==> config.mk <==
export PLATFORM = sky130hd
export DESIGN_NAME = ctl_pkt_framer
export DESIGN_NICKNAME = d
export VERILOG_FILES = /design/src/rtl/cpf_pkg.sv /design/src/rtl/cpf_tx.sv /design/src/rtl/cpf_classify.sv /design/src/rtl/cpf_rx.sv /design/src/rtl/ctl_pkt_framer.sv
export SDC_FILE = /design/constraint.sdc
export NUM_CORES = 1
export LEC_CHECK = 0
export ABC_AREA = 1
export BUFFER_PORTS_ARGS = -buffer_cell sky130_fd_sc_hd__buf_4
export CORE_ASPECT_RATIO = 1.2
export CORE_UTILIZATION = 55
export CTS_CLUSTER_DIAMETER = 40
export DETAILED_ROUTE_END_ITERATION = 8
export GPL_TIMING_DRIVEN = 0
export PLACE_DENSITY_LB_ADDON = 0.25
export SYNTH_ARGS = -nofsm -noshare
export SYNTH_HDL_FRONTEND = slang
export SYNTH_HIERARCHICAL = 1
export SYNTH_SLANG_ARGS = --single-unit
==> constraint.sdc <==
create_clock -name clk -period 4.86 [get_ports clk]
set_input_delay 0.243 -clock clk [delete_from_list [all_inputs] [get_ports clk]]
set_output_delay 0.243 -clock clk [all_outputs]
set_load 0.1 [all_outputs]
==> src/rtl/cpf_pkg.sv <==
package cpf_pkg;

    localparam int SYNC_W    = 2;
    localparam int BLK_W     = 64;
    localparam int LINE_W    = SYNC_W + BLK_W;
    localparam int TYPE_W    = 8;
    localparam int PAY_BYTES = 14;
    localparam int HALF_BYTES = (BLK_W - TYPE_W) / 8;
    localparam int HALF_W    = HALF_BYTES * 8;
    localparam int PAY_W     = PAY_BYTES * 8;

    typedef logic [LINE_W-1:0] line_t;
    typedef logic [PAY_W-1:0]  payload_t;
    typedef logic [HALF_W-1:0] half_t;
    typedef logic [TYPE_W-1:0] btype_t;

    localparam logic [SYNC_W-1:0] SYNC_CTL = 2'b10;
    localparam logic [SYNC_W-1:0] SYNC_DAT = 2'b01;
    localparam btype_t TY_START = 8'h78;
    localparam btype_t TY_STOP  = 8'hFF;
    localparam btype_t TY_IDLE  = 8'h1E;

    typedef enum logic [2:0] {
        K_FILL,
        K_START,
        K_STOP,
        K_DATA,
        K_BAD
    } kind_e;

    typedef struct packed {
        kind_e kind;
        half_t field;
    } word_info_t;

    typedef enum logic [1:0] {
        TX_GAP,
        TX_HEAD,
        TX_TAIL
    } tx_phase_e;

    // Take HALF_BYTES payload bytes from index 'first'; the lowest byte goes to the top of the field
    function automatic half_t pick_half(input payload_t p, input int first);
        half_t h;
        h = '0;
        for (int j = 0; j < HALF_BYTES; j++) begin
            h[HALF_W-1-8*j -: 8] = p[8*(first+j) +: 8];
        end
        return h;
    endfunction

    // Inverse of pick_half: place a field's bytes into payload positions first..first+HALF_BYTES-1
    function automatic payload_t place_half(input payload_t p, input half_t h, input int first);
        payload_t r;
        r = p;
        for (int j = 0; j < HALF_BYTES; j++) begin
            r[8*(first+j) +: 8] = h[HALF_W-1-8*j -: 8];
        end
        return r;
    endfunction

    function automatic line_t make_ctl(input btype_t t, input half_t h);
        return {SYNC_CTL, t, h};
    endfunction

endpackage

==> src/rtl/cpf_tx.sv <==
module cpf_tx
    import cpf_pkg::*;
#(
    parameter int unsigned MIN_GAP = 1
) (
    input  logic     clk,
    input  logic     rst,
    input  logic     in_valid,
    output logic     in_ready,
    input  payload_t in_payload,
    output line_t    tx_word
);

    localparam int GAP_CW = (MIN_GAP < 1) ? 1 : $clog2(MIN_GAP + 1);
    localparam logic [GAP_CW-1:0] GAP_NEED = GAP_CW'(MIN_GAP);

    tx_phase_e         phase;
    logic [GAP_CW-1:0] gap_cnt;
    half_t             tail_r;
    line_t             word_r;
    logic              take;

    assign in_ready = (phase == TX_GAP) && (gap_cnt >= GAP_NEED);
    assign take     = in_valid && in_ready;
    assign tx_word  = word_r;

    always_ff @(posedge clk) begin
        if (rst) begin
            phase   <= TX_GAP;
            gap_cnt <= GAP_NEED;
            tail_r  <= '0;
            word_r  <= make_ctl(TY_IDLE, '0);
        end else begin
            unique case (phase)
                TX_GAP: begin
                    if (take) begin
                        word_r <= make_ctl(TY_START, pick_half(in_payload, 0));
                        tail_r <= pick_half(in_payload, HALF_BYTES);
                        phase  <= TX_HEAD;
                    end else begin
                        word_r <= make_ctl(TY_IDLE, '0);
                        if (gap_cnt < GAP_NEED) begin
                            gap_cnt <= gap_cnt + GAP_CW'(1);
                        end
                    end
                end
                TX_HEAD: begin
                    word_r <= make_ctl(TY_STOP, tail_r);
                    phase  <= TX_TAIL;
                end
                TX_TAIL: begin
                    word_r  <= make_ctl(TY_IDLE, '0);
                    gap_cnt <= GAP_CW'(1);
                    phase   <= TX_GAP;
                end
                default: phase <= TX_GAP;
            endcase
        end
    end

endmodule

==> src/rtl/cpf_classify.sv <==
module cpf_classify
    import cpf_pkg::*;
(
    input  line_t      word,
    output word_info_t info
);

    logic [SYNC_W-1:0] sync;
    btype_t            btype;

    assign sync  = word[LINE_W-1 -: SYNC_W];
    assign btype = word[BLK_W-1 -: TYPE_W];

    always_comb begin
        info.field = word[HALF_W-1:0];
        if (sync == SYNC_DAT) begin
            info.kind = K_DATA;
        end else if (sync == SYNC_CTL) begin
            if (btype == TY_START) begin
                info.kind = K_START;
            end else if (btype == TY_STOP) begin
                info.kind = K_STOP;
            end else begin
                info.kind = K_FILL;
            end
        end else begin
            info.kind = K_BAD;
        end
    end

endmodule

==> src/rtl/cpf_rx.sv <==
module cpf_rx
    import cpf_pkg::*;
(
    input  logic       clk,
    input  logic       rst,
    input  word_info_t info,
    output logic       out_valid,
    output payload_t   out_payload,
    output logic       rx_err
);

    logic     open_r;
    half_t    head_r;
    payload_t pay_r;
    logic     val_r;
    logic     err_r;

    assign out_valid   = val_r;
    assign out_payload = pay_r;
    assign rx_err      = err_r;

    always_ff @(posedge clk) begin
        if (rst) begin
            open_r <= 1'b0;
            head_r <= '0;
            pay_r  <= '0;
            val_r  <= 1'b0;
            err_r  <= 1'b0;
        end else begin
            val_r <= 1'b0;
            err_r <= 1'b0;
            unique case (info.kind)
                K_START: begin
                    // a second start aborts the open packet and opens a new one
                    err_r  <= open_r;
                    open_r <= 1'b1;
                    head_r <= info.field;
                end
                K_STOP: begin
                    if (open_r) begin
                        pay_r  <= place_half(place_half('0, head_r, 0), info.field, HALF_BYTES);
                        val_r  <= 1'b1;
                        open_r <= 1'b0;
                    end else begin
                        err_r <= 1'b1;
                    end
                end
                K_BAD: begin
                    err_r  <= 1'b1;
                    open_r <= 1'b0;
                end
                default: begin
                    // data words and other control blocks are passed over
                end
            endcase
        end
    end

endmodule

==> src/rtl/ctl_pkt_framer.sv <==
module ctl_pkt_framer
    import cpf_pkg::*;
#(
    parameter int unsigned MIN_GAP = 1
) (
    input  logic           clk,
    input  logic           rst,
    input  logic           in_valid,
    output logic           in_ready,
    input  logic [111:0]   in_payload,
    output logic [65:0]    tx_word,
    input  logic [65:0]    rx_word,
    output logic           out_valid,
    output logic [111:0]   out_payload,
    output logic           rx_err
);

    word_info_t rx_info;

    cpf_tx #(.MIN_GAP(MIN_GAP)) i_tx (
        .clk        (clk),
        .rst        (rst),
        .in_valid   (in_valid),
        .in_ready   (in_ready),
        .in_payload (in_payload),
        .tx_word    (tx_word)
    );

    cpf_classify i_cls (
        .word (rx_word),
        .info (rx_info)
    );

    cpf_rx i_rx (
        .clk         (clk),
        .rst         (rst),
        .info        (rx_info),
        .out_valid   (out_valid),
        .out_payload (out_payload),
        .rx_err      (rx_err)
    );

endmodule

# [After elaboration in Yosys (flattened, before gate mapping)]
# Cells that the tools add are included.
[classes] n_eq_ne=12 mux=15 reduce_logical=11 addsub=1 n_lt_le_gt_ge=2 bitwise_logic=1
[ops] op="$pmux W66 S3" count=1
[ops] op="$mux W63" count=1
[ops] op="$mux W3" count=3
[ops] op="$eq A8 B7 Y1 const B" count=1
[ops] op="$eq A8 B8 Y1 const B" count=1
[ops] op="$eq A2 B1 Y1 const B" count=2
[ops] op="$eq A2 B2 Y1 const B" count=2
[ops] op="$mux W1" count=4
[ops] op="$mux W2" count=2
[ops] op="$ne A2 B2 Y1 const B" count=2
[ops] op="$pmux W1 S2" count=2
[ops] op="$pmux W2 S2" count=1
[ops] op="$reduce_and A2 Y1" count=2
[ops] op="$reduce_bool A2 Y1" count=2
[ops] op="$reduce_or A2 Y1" count=2
[ops] op="$eq A3 B1 Y1 const B" count=1
[ops] op="$eq A3 B2 Y1 const B" count=1
[ops] op="$eq A3 B3 Y1 const B" count=1
[ops] op="$pmux W1 S3" count=1
[ops] op="$reduce_and A3 Y1" count=1
[ops] op="$reduce_bool A3 Y1" count=1
[ops] op="$logic_and A1 B1 Y1" count=2
[ops] op="$logic_not A2 Y1" count=1
[ops] op="$ne A2 B1 Y1 const B" count=1
[ops] op="other kinds (4)" count=4
[word_totals] input_bits=181 elab_cells=51 regBits=296 output_inout_bits=181

# [Depth between registers and ports, before layout]
[depth] word_depth=8 mapped_depth=14

# [Modules after synthesis]
# Netlist, hierarchy kept.
[by_module_without_submodules] mod="cpf_rx" cells_each=940 seq_area_each_um2=3423.3 area_per_inst_um2=6842.8 instances=1
[by_module_without_submodules] mod="cpf_tx" cells_each=733 seq_area_each_um2=2362.3 area_per_inst_um2=5173.7 instances=1
[by_module_without_submodules] mod="cpf_classify" cells_each=81 seq_area_each_um2=0.0 area_per_inst_um2=538.0 instances=1

# [Least setup slack after synthesis]
# Ideal clock, no wire load.
[synth_timing] path_kind="flip-flop to output port" start="register i_tx.phase[0]" end="output in_ready" required_ps=4617 t_arrival_ps=1394 path_buffers=0 slack_ps=3223 path_stages_with_launch=5 path_cell_list="dfxtp_1 -> inv_1 -> ha_1 -> nand2_1 -> inv_1"
[synth_between] elab_chain_cells=2
[synth_rtl] element="from (decl)" line="cpf_tx.sv:17" rtl="tx_phase_e phase;"
[synth_rtl] element="from (signal assigned)" line="cpf_tx.sv:29" rtl="phase <= TX_GAP;"
[synth_rtl] element="from (signal assigned)" line="cpf_tx.sv:39" rtl="phase <= TX_HEAD;"
[synth_rtl] element="from (signal assigned)" line="cpf_tx.sv:49" rtl="phase <= TX_TAIL;"
[synth_rtl] element="$logic_not A2 Y1" line="cpf_tx.sv:23" rtl="assign in_ready = (phase == TX_GAP) && (gap_cnt >= GAP_NEED);"
[synth_rtl] element="$logic_and A1 B1 Y1" line="cpf_tx.sv:23"
[synth_rtl] element="to (decl)" line="ctl_pkt_framer.sv:9" rtl="output logic in_ready,"
# No other way between the ends.

# [Worst setup path in the final report]
[layout_timing] start="register i_tx.phase[0]" end="register i_tx.word_r[37], in the netlist i_tx/tx_word[37]"
[layout_between] elab_chain_cells=5 elab_cells_between_ends=8 cone_classes="eq/ne (2); mux (2); reduce/logical (4)"
[layout_rtl] element="$logic_not A2 Y1" line="cpf_tx.sv:23, cpf_tx.sv:34"
[layout_rtl] element="$logic_and A1 B1 Y1" line="cpf_tx.sv:23"
[layout_rtl] element="$logic_and A1 B1 Y1" line="cpf_tx.sv:24" rtl="assign take = in_valid && in_ready;"
[layout_rtl] element="$mux W63" line="cpf_tx.sv:36" rtl="if (take) begin"
[layout_rtl] element="$pmux W66 S3" line="cpf_tx.sv:34" rtl="unique case (phase)"
[layout_rtl] element="to (signal assigned)" line="cpf_tx.sv:32" rtl="word_r <= make_ctl(TY_IDLE, '0);"
[layout_rtl] element="to (signal assigned)" line="cpf_tx.sv:37" rtl="word_r <= make_ctl(TY_START, pick_half(in_payload, 0));"
[layout_rtl] element="to (signal assigned)" line="cpf_tx.sv:41" rtl="word_r <= make_ctl(TY_IDLE, '0);"
[layout_rtl] element="to (decl)" line="cpf_tx.sv:20" rtl="line_t word_r;"
# Several ways; a longest one is shown, not always the timed one. The select of a mux whose other input is x is not followed.
# A chain may end at the register's enable or synchronous reset.

==> metrics.txt <==
power density over the cells 512 mW/mm²; most used flip-flop cell after synthesis sky130_fd_sc_hd__dfxtp_1; number of hold violations in the final report 0; count of filler cells inserted in the layout approximately 1.7k; nets@finish 2338; largest fanout of any net on the critical path 10; post-DP HPWL 28600 µm; I/O pin total 362; leakage power 7.85 nW; via count of the first global-routing pass 13.1k; number of antenna violations at the first check in global routing 1; Synth Warn # 6; post-DR vias/cell ~5.4; post-detailed-routing wire length about 41000 µm; global-route wire length before repair 64000 µm; aggregate global routing overflow 0; max_cap viols 0; category of the worst setup path launch point flop; Mapped Cells between 1.5k and 2k; Area growth syn-to-layout 35.2%; post-synthesis area per instance 7.16 µm²; overall power consumption 8.69 mW; number of DRC violations after detailed routing 0; leading cell type by number of instances after synthesis sky130_fd_sc_hd__nand2_1; Setup violations, final 0; list of most frequent post-synthesis cells sky130_fd_sc_hd__nand2_1 (300), sky130_fd_sc_hd__dfxtp_1 (289), sky130_fd_sc_hd__nor2_1 (237); top cell type's share of synthesized area 0.461; starting utilization of the core area 0.559; post-CTS setup buffers 0; Worst-path clk slew 0.06 ns; number of register bits inferred by synthesis about 290; crit path capture type flop; GPL Wtd Cong 0.924; clock tree from TritonCTS built; maximum vdd drop 0.000566 V; Detail Route Antenna Nets 0; worst endpoint data arrival time 2.59 ns; Clock Latency Late Sink 0.52 ns; number of optimization iterations in the first detailed-route pass 5; post-synthesis cell area roughly 0.013 mm²; portion of the clock cycle consumed by the worst path in the final layout 0.447; H-tree depth reported by CTS 2; DIE WIDTH 140 µm; buffers from clock root to sink, at most 3; total die area 0.0234 mm²; cell accounting for the most synthesized area sky130_fd_sc_hd__dfxtp_1; achievable frequency 461 MHz; Tmin final 2.17 ns; TritonCTS buffer count 36; Core Box Area approximately 0.022 mm²; worst reg-to-reg setup slack 2.69 ns; via count of the routed design around 13k; largest net degree at the start of global routing 16; sinks on the clock net 289; sequential area share after synthesis 0.461; proportion of register bits with asynchronous set or reset after synthesis 0; Detailed Route Iter0 Violations roughly 800; proportion of layout cells with a drive suffix above 1 0.225; kind of critical path flop to flop; worst hold path type input pin to flop; detail-routed net length per standard cell ~17 µm; count of port buffers added during placement 301; number of flops mapped to enable cells by yosys 0; max-slew violation total from the final report 0; root buffer cell sky130_fd_sc_hd__clkbuf_16; DIE HEIGHT roughly 170 µm; unrepaired setup endpoints after global routing false; unique cell type count in the Yosys netlist 21; top area cells in the synthesized netlist sky130_fd_sc_hd__dfxtp_1 (46%), sky130_fd_sc_hd__nand2_1 (9.0%), sky130_fd_sc_hd__nor2_1 (7.1%); final worst clock skew about 0.015 ns; slew of the pin with the lowest slew margin 0.632 ns; status finished, final reports clean; aggregate global-route resource usage 0.342; summed negative setup slack over all endpoints 0 ns; Worst EP required 5.28 ns; worst slew margin relative to its limit 0.578; Core Rows 60
[worst paths after layout]
path	startpoint	end	cells after the start
worst min register to register	i_rx/head_r[11]	i_rx/head_r[11]	2
worst max register to register	i_tx/phase[0]	i_tx/tx_word[37]	7
worst min-delay path	in_payload[89]	i_tx/tail_r[17]	3
worst max-delay path	i_tx/phase[0]	i_tx/tx_word[37]	7
[routing by layer]
| layer | GRT usage | part of all wire | vias to the layer above |
|---|---|---|---|
| li1 | - | - | 6368 |
| met2 | 0.627 | 0.51 | 686 |
| met3 | 0.0706 | 0.083 | 176 |
| met1 | 0.358 | 0.35 | 6124 |
| met4 | 0.209 | 0.058 | 0 |
| met5 | 0 | 0 | - |
[placed cells by master, fill, tap and decap left out, types with 6 or more instances in the layout]
| cell type | Yosys | layout |
|---|---|---|
| sky130_fd_sc_hd__clkbuf_16 | 0 | 37 |
| sky130_fd_sc_hd__dfxtp_1 | 289 | 289 |
| sky130_fd_sc_hd__dlygate4sd3_1 | 0 | 55 |
| sky130_fd_sc_hd__o21ai_0 | 113 | 113 |
| sky130_fd_sc_hd__buf_1 | 21 | 21 |
| sky130_fd_sc_hd__nand2_1 | 300 | 300 |
| sky130_fd_sc_hd__nand3_1 | 122 | 122 |
| sky130_fd_sc_hd__buf_6 | 11 | 11 |
| sky130_fd_sc_hd__buf_2 | 41 | 41 |
| sky130_fd_sc_hd__nor2_1 | 237 | 237 |
| sky130_fd_sc_hd__nand4_1 | 114 | 114 |
| sky130_fd_sc_hd__a21oi_1 | 170 | 170 |
| sky130_fd_sc_hd__clkbuf_8 | 0 | 6 |
| sky130_fd_sc_hd__inv_1 | 187 | 187 |
| sky130_fd_sc_hd__inv_6 | 0 | 6 |
| sky130_fd_sc_hd__clkbuf_1 | 62 | 64 |
| sky130_fd_sc_hd__buf_4 | 69 | 370 |
| sky130_fd_sc_hd__ha_1 | 7 | 7 |
[flip-flops by register name (all words and copies together) (netlist names)]
register	cells
i_rx/out_payload	112
i_tx/tx_word	59
i_rx/head_r	56
i_tx/tail_r	56
i_tx/phase	2
i_rx/open_r	1
i_rx/out_valid	1
i_rx/rx_err	1
i_tx/gap_cnt	1
[cells by family (layout without fill, tap and decap cells)]
kind of cell | count (synthesis) | count (layout) | share of synthesized area
other | 2 | 5 | 0.000598
DFF | 289 | 289 | 0.461
buffers and inverters | 394 | 814 | 0.149
adders and majority gates | 7 | 7 | 0.00698
and+or+nand+nor | 779 | 779 | 0.270
AOI/OAI and AO/OA | 283 | 283 | 0.113
[metrics by stage]
step / hold WS [ns] / util / cells / instance area [µm²] / worst slack [ns]
final: 0.00382 / 0.756 / 2456 / 17000 / 2.69
after CTS: 0.0000815 / 0.755 / 2454 / 17000 / 2.79
after floorplan: 0.312 / - / 1756 / 12600 / 3.22
after detailed placement: 0.446 / 0.676 / 2336 / 15200 / 2.68
after global placement: 0.438 / 0.676 / 2336 / 15200 / 2.74
after global routing: 0.00305 / 0.756 / 2456 / 17000 / 2.63
[critical path, stage by stage, from the launching register on]
cell and delay, ns:
sky130_fd_sc_hd__dfxtp_1 0.37, sky130_fd_sc_hd__inv_1 0.10, sky130_fd_sc_hd__ha_1 0.36, sky130_fd_sc_hd__inv_1 0.10, sky130_fd_sc_hd__buf_2 0.29, sky130_fd_sc_hd__clkbuf_1 0.46, sky130_fd_sc_hd__nand3_1 0.16, sky130_fd_sc_hd__a21oi_1 0.22
[layout make-up]
type | instances | area [µm²] | area share
Sequential cell | 289 | 5790 | 0.341
Tap cell | 279 | 349 | 0.0206
Antenna cell | 1 | 2.50 | 0.000147
Multi-Input combinational cell | 1073 | 4900 | 0.289
Clock buffer | 45 | 1020 | 0.0599
Inverter | 190 | 713 | 0.0420
Timing Repair Buffer | 356 | 2810 | 0.166
Buffer | 204 | 1160 | 0.0683
Clock inverter | 19 | 228 | 0.0134
[report_power, final]
group / leakage, nW / switching, mW / total [mW] / internal [mW]
registers: 2.35 / 0.148 / 2.78 / 2.63
clock network: 0.604 / 1.08 / 2.76 / 1.67
logic: 4.90 / 2.41 / 3.16 / 0.748
[timing repair]
action | 4_1_cts | 5_1_grt
hold buffers | 54 | 1
hold endpoints to repair | 55 | 1
resized for setup | 0 | 0
Note: power is estimated with default switching activity, not from simulation.
